[src/rtl/mtmr_pkg.sv]
package mtmr_pkg;
  // Register word addresses
  localparam int unsigned ADR_FLAG  = 0;
  localparam int unsigned ADR_CTRL  = 1;
  localparam int unsigned ADR_COUNT = 2;
  localparam int unsigned ADR_PLIM  = 3;
  localparam int unsigned ADR_PCNT  = 4;
  localparam int unsigned ADR_CFG   = 5;
  localparam int unsigned ADR_PIN   = 6;
  localparam int unsigned ADR_MATCH = 8;

  // Pin action on a match
  typedef enum logic [1:0] {
    ACT_KEEP = 2'd0,
    ACT_LOW  = 2'd1,
    ACT_HIGH = 2'd2,
    ACT_FLIP = 2'd3
  } pin_act_e;
endpackage

[src/rtl/mtmr_prescale.sv]
module mtmr_prescale #(
  parameter int W = 32
) (
  input  logic         clk,
  input  logic         rst_n,
  input  logic         hold,
  input  logic         go,
  input  logic         wr_lim,
  input  logic         wr_cnt,
  input  logic [W-1:0] wdata,
  output logic [W-1:0] lim,
  output logic [W-1:0] cnt,
  output logic         tick
);
  logic wrap;

  // A counter written above the limit also wraps on its next step
  assign wrap = (cnt >= lim);
  assign tick = go & ~hold & ~wr_cnt & wrap;

  always_ff @(posedge clk or negedge rst_n) begin
    if (!rst_n) begin
      lim <= '0;
    end else if (wr_lim) begin
      lim <= wdata;
    end
  end

  always_ff @(posedge clk or negedge rst_n) begin
    if (!rst_n) begin
      cnt <= '0;
    end else if (hold) begin
      cnt <= '0;
    end else if (wr_cnt) begin
      cnt <= wdata;
    end else if (go) begin
      cnt <= wrap ? '0 : cnt + 1'b1;
    end
  end
endmodule

[src/rtl/mtmr_chan.sv]
module mtmr_chan
  import mtmr_pkg::*;
#(
  parameter int W = 32
) (
  input  logic         clk,
  input  logic         rst_n,
  input  logic [W-1:0] count,
  input  logic         live,
  input  logic         first,
  input  logic         wr_val,
  input  logic [W-1:0] wdata,
  input  logic         wr_pin,
  input  logic         lvl_in,
  input  logic [1:0]   act_in,
  input  logic         clr_flag,
  output logic         eq,
  output logic         hit,
  output logic [W-1:0] val,
  output logic         flag,
  output logic         pin,
  output logic [1:0]   act
);
  assign eq  = (count == val);
  assign hit = live & first & eq;

  always_ff @(posedge clk or negedge rst_n) begin
    if (!rst_n) begin
      val <= '0;
    end else if (wr_val) begin
      val <= wdata;
    end
  end

  // A new match wins over a clearing write in the same cycle
  always_ff @(posedge clk or negedge rst_n) begin
    if (!rst_n) begin
      flag <= 1'b0;
    end else if (hit) begin
      flag <= 1'b1;
    end else if (clr_flag) begin
      flag <= 1'b0;
    end
  end

  always_ff @(posedge clk or negedge rst_n) begin
    if (!rst_n) begin
      act <= 2'd0;
    end else if (wr_pin) begin
      act <= act_in;
    end
  end

  // A direct level write wins over a match action in the same cycle
  always_ff @(posedge clk or negedge rst_n) begin
    if (!rst_n) begin
      pin <= 1'b0;
    end else if (wr_pin) begin
      pin <= lvl_in;
    end else if (hit) begin
      case (pin_act_e'(act))
        ACT_LOW:  pin <= 1'b0;
        ACT_HIGH: pin <= 1'b1;
        ACT_FLIP: pin <= ~pin;
        default:  pin <= pin;
      endcase
    end
  end
endmodule

[src/rtl/mtmr_top.sv]
module mtmr_top
  import mtmr_pkg::*;
#(
  parameter int W   = 32,
  parameter int NCH = 4,
  parameter int AW  = 4
) (
  input  logic           clk,
  input  logic           rst_n,
  input  logic           reg_wr,
  input  logic [AW-1:0]  reg_addr,
  input  logic [W-1:0]   reg_wdata,
  output logic [W-1:0]   reg_rdata,
  output logic           irq,
  output logic [NCH-1:0] match_pin
);
  localparam int CFGW = 3 * NCH;
  localparam int PINW = 3 * NCH;

  logic            ctrl_en, ctrl_hold;
  logic [W-1:0]    tc;
  logic [W-1:0]    pc_q, pr_q;
  logic            tick, go, live, first, stop_hit, rst_req;
  logic [CFGW-1:0] cfg_q;
  logic [NCH-1:0]  int_en, rst_en, stop_en;
  logic [NCH-1:0]  eq, hit, flag, pin, wr_val;
  logic [W-1:0]    mr_val [NCH];
  logic [1:0]      act_q  [NCH];
  logic [PINW-1:0] pin_reg_q;

  logic sel_flag, sel_ctrl, sel_count, sel_plim, sel_pcnt, sel_cfg, sel_pin;
  assign sel_flag  = reg_wr && (reg_addr == AW'(ADR_FLAG));
  assign sel_ctrl  = reg_wr && (reg_addr == AW'(ADR_CTRL));
  assign sel_count = reg_wr && (reg_addr == AW'(ADR_COUNT));
  assign sel_plim  = reg_wr && (reg_addr == AW'(ADR_PLIM));
  assign sel_pcnt  = reg_wr && (reg_addr == AW'(ADR_PCNT));
  assign sel_cfg   = reg_wr && (reg_addr == AW'(ADR_CFG));
  assign sel_pin   = reg_wr && (reg_addr == AW'(ADR_PIN));

  assign live     = ctrl_en & ~ctrl_hold;
  assign first    = (pc_q == '0);
  assign stop_hit = |(hit & stop_en);
  assign rst_req  = |(eq & rst_en);
  assign go       = live & ~stop_hit;

  mtmr_prescale #(.W(W)) u_prescale (
    .clk    (clk),
    .rst_n  (rst_n),
    .hold   (ctrl_hold),
    .go     (go),
    .wr_lim (sel_plim),
    .wr_cnt (sel_pcnt),
    .wdata  (reg_wdata),
    .lim    (pr_q),
    .cnt    (pc_q),
    .tick   (tick)
  );

  for (genvar n = 0; n < NCH; n++) begin : g_ch
    assign int_en[n] = cfg_q[3*n];
    assign rst_en[n] = cfg_q[3*n+1];
    assign stop_en[n] = cfg_q[3*n+2];
    assign wr_val[n] = reg_wr && (reg_addr == AW'(ADR_MATCH + n));
    assign pin_reg_q[n] = pin[n];
    assign pin_reg_q[NCH+2*n +: 2] = act_q[n];

    mtmr_chan #(.W(W)) u_chan (
      .clk      (clk),
      .rst_n    (rst_n),
      .count    (tc),
      .live     (live),
      .first    (first),
      .wr_val   (wr_val[n]),
      .wdata    (reg_wdata),
      .wr_pin   (sel_pin),
      .lvl_in   (reg_wdata[n]),
      .act_in   (reg_wdata[NCH+2*n +: 2]),
      .clr_flag (sel_flag & reg_wdata[n]),
      .eq       (eq[n]),
      .hit      (hit[n]),
      .val      (mr_val[n]),
      .flag     (flag[n]),
      .pin      (pin[n]),
      .act      (act_q[n])
    );
  end

  // Control: a stop request from a channel beats a software enable
  always_ff @(posedge clk or negedge rst_n) begin
    if (!rst_n) begin
      ctrl_en   <= 1'b0;
      ctrl_hold <= 1'b0;
    end else begin
      if (sel_ctrl) begin
        ctrl_en   <= reg_wdata[0];
        ctrl_hold <= reg_wdata[1];
      end
      if (stop_hit) begin
        ctrl_en <= 1'b0;
      end
    end
  end

  always_ff @(posedge clk or negedge rst_n) begin
    if (!rst_n) begin
      cfg_q <= '0;
    end else if (sel_cfg) begin
      cfg_q <= reg_wdata[CFGW-1:0];
    end
  end

  // Main count: clear, then bus write, then step or restart
  always_ff @(posedge clk or negedge rst_n) begin
    if (!rst_n) begin
      tc <= '0;
    end else if (ctrl_hold) begin
      tc <= '0;
    end else if (sel_count) begin
      tc <= reg_wdata;
    end else if (tick) begin
      tc <= rst_req ? '0 : tc + 1'b1;
    end
  end

  assign irq       = |(flag & int_en);
  assign match_pin = pin;

  always_comb begin
    reg_rdata = '0;
    if (reg_addr == AW'(ADR_FLAG))       reg_rdata = W'(flag);
    else if (reg_addr == AW'(ADR_CTRL))  reg_rdata = W'({ctrl_hold, ctrl_en});
    else if (reg_addr == AW'(ADR_COUNT)) reg_rdata = tc;
    else if (reg_addr == AW'(ADR_PLIM))  reg_rdata = pr_q;
    else if (reg_addr == AW'(ADR_PCNT))  reg_rdata = pc_q;
    else if (reg_addr == AW'(ADR_CFG))   reg_rdata = W'(cfg_q);
    else if (reg_addr == AW'(ADR_PIN))   reg_rdata = W'(pin_reg_q);
    else begin
      for (int n = 0; n < NCH; n++) begin
        if (reg_addr == AW'(ADR_MATCH + n)) reg_rdata = mr_val[n];
      end
    end
  end
endmodule

[config.mk]
export PLATFORM = sky130hd
export DESIGN_NAME = mtmr_top
export DESIGN_NICKNAME = d
export VERILOG_FILES = /design/src/rtl/mtmr_pkg.sv /design/src/rtl/mtmr_prescale.sv /design/src/rtl/mtmr_chan.sv /design/src/rtl/mtmr_top.sv
export SDC_FILE = /design/constraint.sdc
export NUM_CORES = 1
export LEC_CHECK = 0
export ABC_AREA = 0
export BUFFER_PORTS_ARGS = -buffer_cell sky130_fd_sc_hd__buf_2
export CAP_MARGIN = 20
export CORE_MARGIN = 4
export CORE_UTILIZATION = 50
export CTS_CLUSTER_SIZE = 40
export DETAILED_ROUTE_END_ITERATION = 7
export PLACE_DENSITY = 0.75
export SLEW_MARGIN = 20
export SYNTH_ARGS = -nofsm -noshare
export SYNTH_HDL_FRONTEND = slang
export SYNTH_HIERARCHICAL = 1
export SYNTH_SLANG_ARGS = --single-unit
[constraint.sdc]
create_clock -name clk -period 5.7 [get_ports clk]
set_input_delay 0.855 -clock clk [delete_from_list [all_inputs] [get_ports clk]]
set_output_delay 0.855 -clock clk [all_outputs]
set_load 0.01 [all_outputs]
# Yosys cells after proc, flatten, opt, wreduce, memory -nomap -nowiden
# Index checks and enable logic that the tools add are counted.
[classes] reduce_logical=35 magnitude_cmp=1 n_addsub=2 bitwise_logic=24 mux=41 n_eq_ne=26
[ops] op="two-way mux 32 bit" count=19
[ops] op="equality test 32 bit" count=4
[ops] op="adder 32 x 1 -> 32 bit, second input constant" count=2
[ops] op=">= comparator 32 bit" count=1
[ops] op="zero test 32 bit" count=1
[ops] op="two-way mux 1 bit" count=18
[ops] op="nonzero test 2 bit" count=9
[ops] op="equality test 2 bit, second input constant" count=8
[ops] op="equality test 4 bit, second input constant" count=4
[ops] op="nonzero test 4 bit" count=4
[ops] op="bitwise AND 1 bit" count=14
[ops] op="bitwise AND 4 bit" count=3
[ops] op="equality test 4 x 3 -> 1 bit, second input constant" count=3
[ops] op="case mux 1 bit (3 select lines)" count=4
[ops] op="OR reduction 4 bit" count=3
[ops] op="logical AND 1 bit" count=11
[ops] op="equality test 2 x 1 -> 1 bit, second input constant" count=4
[ops] op="equality test 4 x 2 -> 1 bit, second input constant" count=2
[ops] op="AND reduction 2 bit" count=4
[ops] op="inverter 1 bit" count=7
[ops] op="nonzero test 3 bit" count=2
[ops] op="equality test 4 x 1 -> 1 bit, second input constant" count=1
[ops] op="zero test 4 bit" count=1
[word_totals] wordCells=151 input_bits=39 out_inout_bits=37 reg_bits=254

# Depth between registers and ports, before layout
[depth] ltp_word=14 mapped_depth=15 depth_no_buf=13

# By module
# Netlist, hierarchy kept.
[modules_own_cells] module="mtmr_chan" seq_area_each_um2=900.9 n_inst=4 cells_each=134 area_each_um2=1751.7
[modules_own_cells] module="mtmr_top" seq_area_each_um2=1151.1 n_inst=1 cells_each=716 area_each_um2=5396.4
[modules_own_cells] module="mtmr_prescale" seq_area_each_um2=1601.5 n_inst=1 cells_each=458 area_each_um2=3960.0

# Least setup slack after synthesis
# No wires, ideal clock.
[synth_path] path_kind="input to register" startpoint="input port reg_addr[0]" endpoint="register u_prescale.cnt[18]" path_slack_ns=2.541 path_buffers=5 cell_stages=12 arrival_time_ns=3.081 t_required_ns=5.622 setup_time_ns=0.078 cell_sequence="buf_2 buf_2 buf_2 nor2_1 and3_1 clkbuf_1 inv_1 nor2_1 clkbuf_1 nand2_1 o31ai_1 o21bai_1"
[synth_via] elab_chain_cells=4 elab_cells_between_ends=5 cone_classes="1 x eq/ne; 2 x mux; 2 x reduce/logical"
[synth_rtl] item="start, declared" line_no="mtmr_top.sv:11" source="input logic [AW-1:0] reg_addr,"
[synth_rtl] item="equality test 4 x 3 -> 1 bit (*)" line_no="mtmr_top.sv:36" source="assign sel_pcnt = reg_wr && (reg_addr == AW'(ADR_PCNT));"
[synth_rtl] item="logical AND 1 bit (*)" line_no="mtmr_top.sv:36"
[synth_rtl] item="net sel_pcnt" line_no="mtmr_top.sv:31" source="logic sel_flag, sel_ctrl, sel_count, sel_plim, sel_pcnt, sel_cfg, sel_pin;"
[synth_rtl] item="two-way mux 32 bit" line_no="mtmr_prescale.sv:34" source="end else if (wr_cnt) begin"
[synth_rtl] item="two-way mux 32 bit" line_no="mtmr_prescale.sv:32" source="end else if (hold) begin"
[synth_rtl] item="end signal, assigned" line_no="mtmr_prescale.sv:35" source="cnt <= wdata;"
[synth_rtl] item="end signal, assigned" line_no="mtmr_prescale.sv:37" source="cnt <= wrap ? '0 : cnt + 1'b1;"
[synth_rtl] item="end, declared" line_no="mtmr_prescale.sv:12" source="output logic [W-1:0] cnt,"
# Mark *: on every way through the listed nets, which the timed path passes. The rest lies on a longest branch.
# A chain may end at the register's enable or synchronous reset.

# Final worst setup path
[layout_path] startpoint="register tc[5]" endpoint="register tc[14]"
[layout_via] elab_chain_cells=10 elab_cells_between_ends=23 cone_classes="1 x add/sub; 4 x eq/ne; 4 x mux; 11 x bitwise; 3 x reduce/logical"
[layout_rtl] item="start, declared" line_no="mtmr_top.sv:21" source="logic [W-1:0] tc;"
[layout_rtl] item="start signal, assigned" line_no="mtmr_top.sv:119" source="tc <= reg_wdata;"
[layout_rtl] item="start signal, assigned" line_no="mtmr_top.sv:121" source="tc <= rst_req ? '0 : tc + 1'b1;"
[layout_rtl] item="equality test 32 bit" line_no="mtmr_chan.sv:24" source="assign eq = (count == val);"
[layout_rtl] item="bitwise AND 1 bit" line_no="mtmr_chan.sv:25" source="assign hit = live & first & eq;"
[layout_rtl] item="net hit[1]" line_no="mtmr_top.sv:26" source="logic [NCH-1:0] eq, hit, flag, pin, wr_val;"
[layout_rtl] item="bitwise AND 4 bit" line_no="mtmr_top.sv:42" source="assign stop_hit = |(hit & stop_en);"
[layout_rtl] item="OR reduction 4 bit" line_no="mtmr_top.sv:42"
[layout_rtl] item="inverter 1 bit" line_no="mtmr_top.sv:44" source="assign go = live & ~stop_hit;"
[layout_rtl] item="bitwise AND 1 bit" line_no="mtmr_top.sv:44"
[layout_rtl] item="net go" line_no="mtmr_top.sv:23" source="logic tick, go, live, first, stop_hit, rst_req;"
[layout_rtl] item="bitwise AND 1 bit (3 in series)" line_no="mtmr_prescale.sv:19" source="assign tick = go & ~hold & ~wr_cnt & wrap;"
[layout_rtl] item="net tick" line_no="mtmr_top.sv:23"
[layout_rtl] item="nonzero test 3 bit (no line)"
# The timed path passes the listed nets, and every way through them passes these cells. The select of a mux whose other input is x is not followed.

==> results.sh <==
export IMPL_place_gp_congestion=1.026
export IMPL_syn_inst=1710
export IMPL_dp_final_hpwl_um=42460
export IMPL_cts_resized=0
export IMPL_clk_path_buf_depth=3
export IMPL_grt_overflow=0
export IMPL_crit_fanout=10
export IMPL_grt_pass1_vias=14440
export IMPL_grt_pass1_wl_um=90020
export IMPL_synthesis_area_um2=16360
export IMPL_drtPass1Iterations=6
export IMPL_finClkSkew_ps=22.11
export IMPL_cts_clk_slew_worst_paths_ps=60
export IMPL_cts_tree="built"
export IMPL_boundaryPins=76
export IMPL_synthAdderAreaFrac_pct=3.212
export IMPL_max_cap_violations=0
export IMPL_grt_max_degree=112
export IMPL_io_buffers=75
export IMPL_muxShareOfSynthArea_pct=13.86
export IMPL_cts_hold_buf=0
export IMPL_chipWidth_um=188.9
export IMPL_routedWlPerCell_um=27.02
export IMPL_fp_row_count=65
export IMPL_slew_violations=0
export IMPL_clock_sinks=254
export IMPL_yosys_area_share_xor_xnor_pct=7.601
export IMPL_tns_ps=0
export IMPL_dr_total_vias=14820
export IMPL_synth_seq_cells=254
export IMPL_yosysSeqAreaShare_pct=38.84
export IMPL_required_ps=6120
export IMPL_nets=1827
export IMPL_tightest_slew_ps=1176
export IMPL_die_y_um=188.9
export IMPL_cp_start_kind="register"
export IMPL_wl_met3_um=6727
export IMPL_vdd_drop_max_mv=0.2871
export IMPL_antenna_found_initial=0
export IMPL_p_leak_nw=7.551
export IMPL_fin_ws_ps=1322
export IMPL_max_freq_ghz=0.2284
export IMPL_hold_violations=0
export IMPL_core_um2=31880
export IMPL_async_flop_share_pct=100.0
export IMPL_status="finished, final reports clean"
export IMPL_initial_core_util_pct=51.33
export IMPL_slew_headroom_pct=21.41
export IMPL_syn_to_final_growth_pct=10.77
export IMPL_drive_gt1_share_pct=18.16
export IMPL_root_buffer="clkbuf_16"
export IMPL_yosysWarnings=6
export IMPL_die_area_um2=35690
export IMPL_path_class="register to register"
export IMPL_cellPowerDensity_nw_per_um2=350.8
export IMPL_synth_avg_cell_area_um2=9.569
export IMPL_crit_arrival_ps=4800
export IMPL_drtAntennaViolNets=0
export IMPL_synth_simple_gate_area_share_pct=14.46
export IMPL_wl_met2_um=25960
export IMPL_n_fill_cell=2794
export IMPL_grtUsageTotal_pct=32.58
export IMPL_synth_edf_count=0
export IMPL_rsz0062_at_grt="false"
export IMPL_min_period_ps=4378
export IMPL_cts_htree_levels=1
export IMPL_fin_crit_sh_pct=76.81
export IMPL_synth_compound_area_share_pct=17.60
export IMPL_end_kind="register"
export IMPL_diodes=0
export IMPL_drc_errors=0
export IMPL_place_ws_ps=1459
export IMPL_clk_latency_ps=570
export IMPL_hp_class="input pin to async pin"
export IMPL_final_cell_mix="dfrtp_1 (254), nand2_1 (169), xnor2_1 (133)"
export IMPL_setup_viol=0
export IMPL_post_cts_setup_buffers=0
export IMPL_cts_buffers=29
export IMPL_syn_nets=1791
export IMPL_synth_top_family_by_area="compound AO/OA/AOI/OAI gates"
export IMPL_synth_distinct_cells=83
export IMPL_top_layer="met4"
export IMPL_ys_flop_type="dfrtp_1"
export IMPL_wirelength_met1_um=23190
export IMPL_final_common_cell="dfrtp_1"
export IMPL_drtIter0Drc=2230
export IMPL_routed_wl_um=59540
export IMPL_detail_route_vias_per_cell=6.728
metrics by stage:
step | instance area [um^2] | util [%] | power, mW | std cells | hold slack [ps]
floorplan | 16360 | - | 3.665 | 1710 | 493.9
global placement | 17110 | 53.67 | 4.277 | 2150 | 510.4
detailed placement | 17120 | 53.69 | 4.329 | 2150 | 523.3
CTS | 18120 | 56.85 | 6.305 | 2203 | 400.6
global route | 18120 | 56.85 | 6.609 | 2203 | 444.2
finish | 18120 | 56.85 | 6.358 | 2203 | 375.1
synthesized netlist by cell type (6+ instances only):
cell       number  area, um^2
nor3_1         20       100.1
o31ai_1         7       52.55
a22oi_1        28       210.2
ha_1           42       525.5
buf_2          35       175.2
buf_4           6       45.04
xnor2_1       133        1165
mux2_1         40       450.4
nor4_1         13       81.33
nor2_1         77       289.0
a221o_1         7       70.07
and3_1         29       181.4
nand4_1        62       387.9
o21ai_1        12       60.06
o21ai_0       124       620.6
nand2_1       169       634.4
xor2_1          9       78.83
a31oi_1         8       50.05
nand3_1        21       105.1
a32oi_1        17       148.9
a32o_1          7       70.07
a221oi_1       12       105.1
mux2_2        124        1396
a21oi_1       107       535.5
nor4_2          9       112.6
inv_1          76       285.3
o22ai_1        26       162.7
clkbuf_1       49       183.9
mux2i_1        33       330.3
a211oi_1        8       60.06
o2bb2ai_1      17       148.9
a21o_1         30       225.2
dfrtp_1       254        6356
kinds of logic after synthesis:
family	count (synthesis)
AOI/OAI and AO/OA	446
xor gates and xnor gates	142
adders and majority gates	42
buffers and inverters	171
DFF	254
muxes	201
and+or+nand+nor	454
worst max-delay path, cell delays in order (launching register included):
cell,delay (ps)
dfrtp_1,540
xnor2_1,600
nand4_1,410
nor4_2,360
nand2_1,200
nor2_1,160
a22oi_1,100
and3_1,360
and3_1,370
a21oi_1,720
nor4b_1,130
o21ai_0,190
a21oi_1,90
power by group:
group	internal, mW	total (mW)	switching [mW]
clock	1.20	1.98	0.776
sequential	2.17	2.67	0.496
combinational	0.756	1.71	0.954
total	4.13	6.36	2.23
path summary, 6_finish.rpt:
check	start	to	slack (ps)	depth (start not counted)
worst max-delay path	tc[5]	tc[14]	1320	12
worst min-delay path	rst_n	g_ch[1].u_chan/val[19]	380	1
worst max register to register	tc[5]	tc[14]	1320	12
worst min register to register	g_ch[0].u_chan/val[13]	g_ch[0].u_chan/val[13]	540	1
max in group asynchronous	rst_n	cfg_q[11]	4000	2
min in group clk	g_ch[0].u_chan/val[13]	g_ch[0].u_chan/val[13]	540	1
routing by layer:
metal,vias up,track usage (%)
met2,1035,48.51
met1,7225,45.75
li1,6336,-
met5,-,0
met4,0,17.26
met3,225,5.420
flip-flops by register name (all words and copies together) (netlist names):
register / flops
g_ch.u_chan/val: 128
tc: 32
u_prescale/cnt: 32
u_prescale/lim: 32
cfg_q: 12
g_ch.u_chan/act: 8
g_ch.u_chan/flag: 4
g_ch.u_chan/pin: 4
ctrl_en: 1
ctrl_hold: 1
area by class of cell:
cell class              count  area, um^2  area share, %
multi-input cells        1285        9330          51.48
clock inverters            11       163.9         0.9043
well taps                 435       544.3          3.003
flip-flops and latches    254        6356          35.07
clock buffers              42       844.6          4.660
repair buffers            100       600.6          3.314
inverters                  76       285.3          1.574
Power figures use the tool's default switching activity.
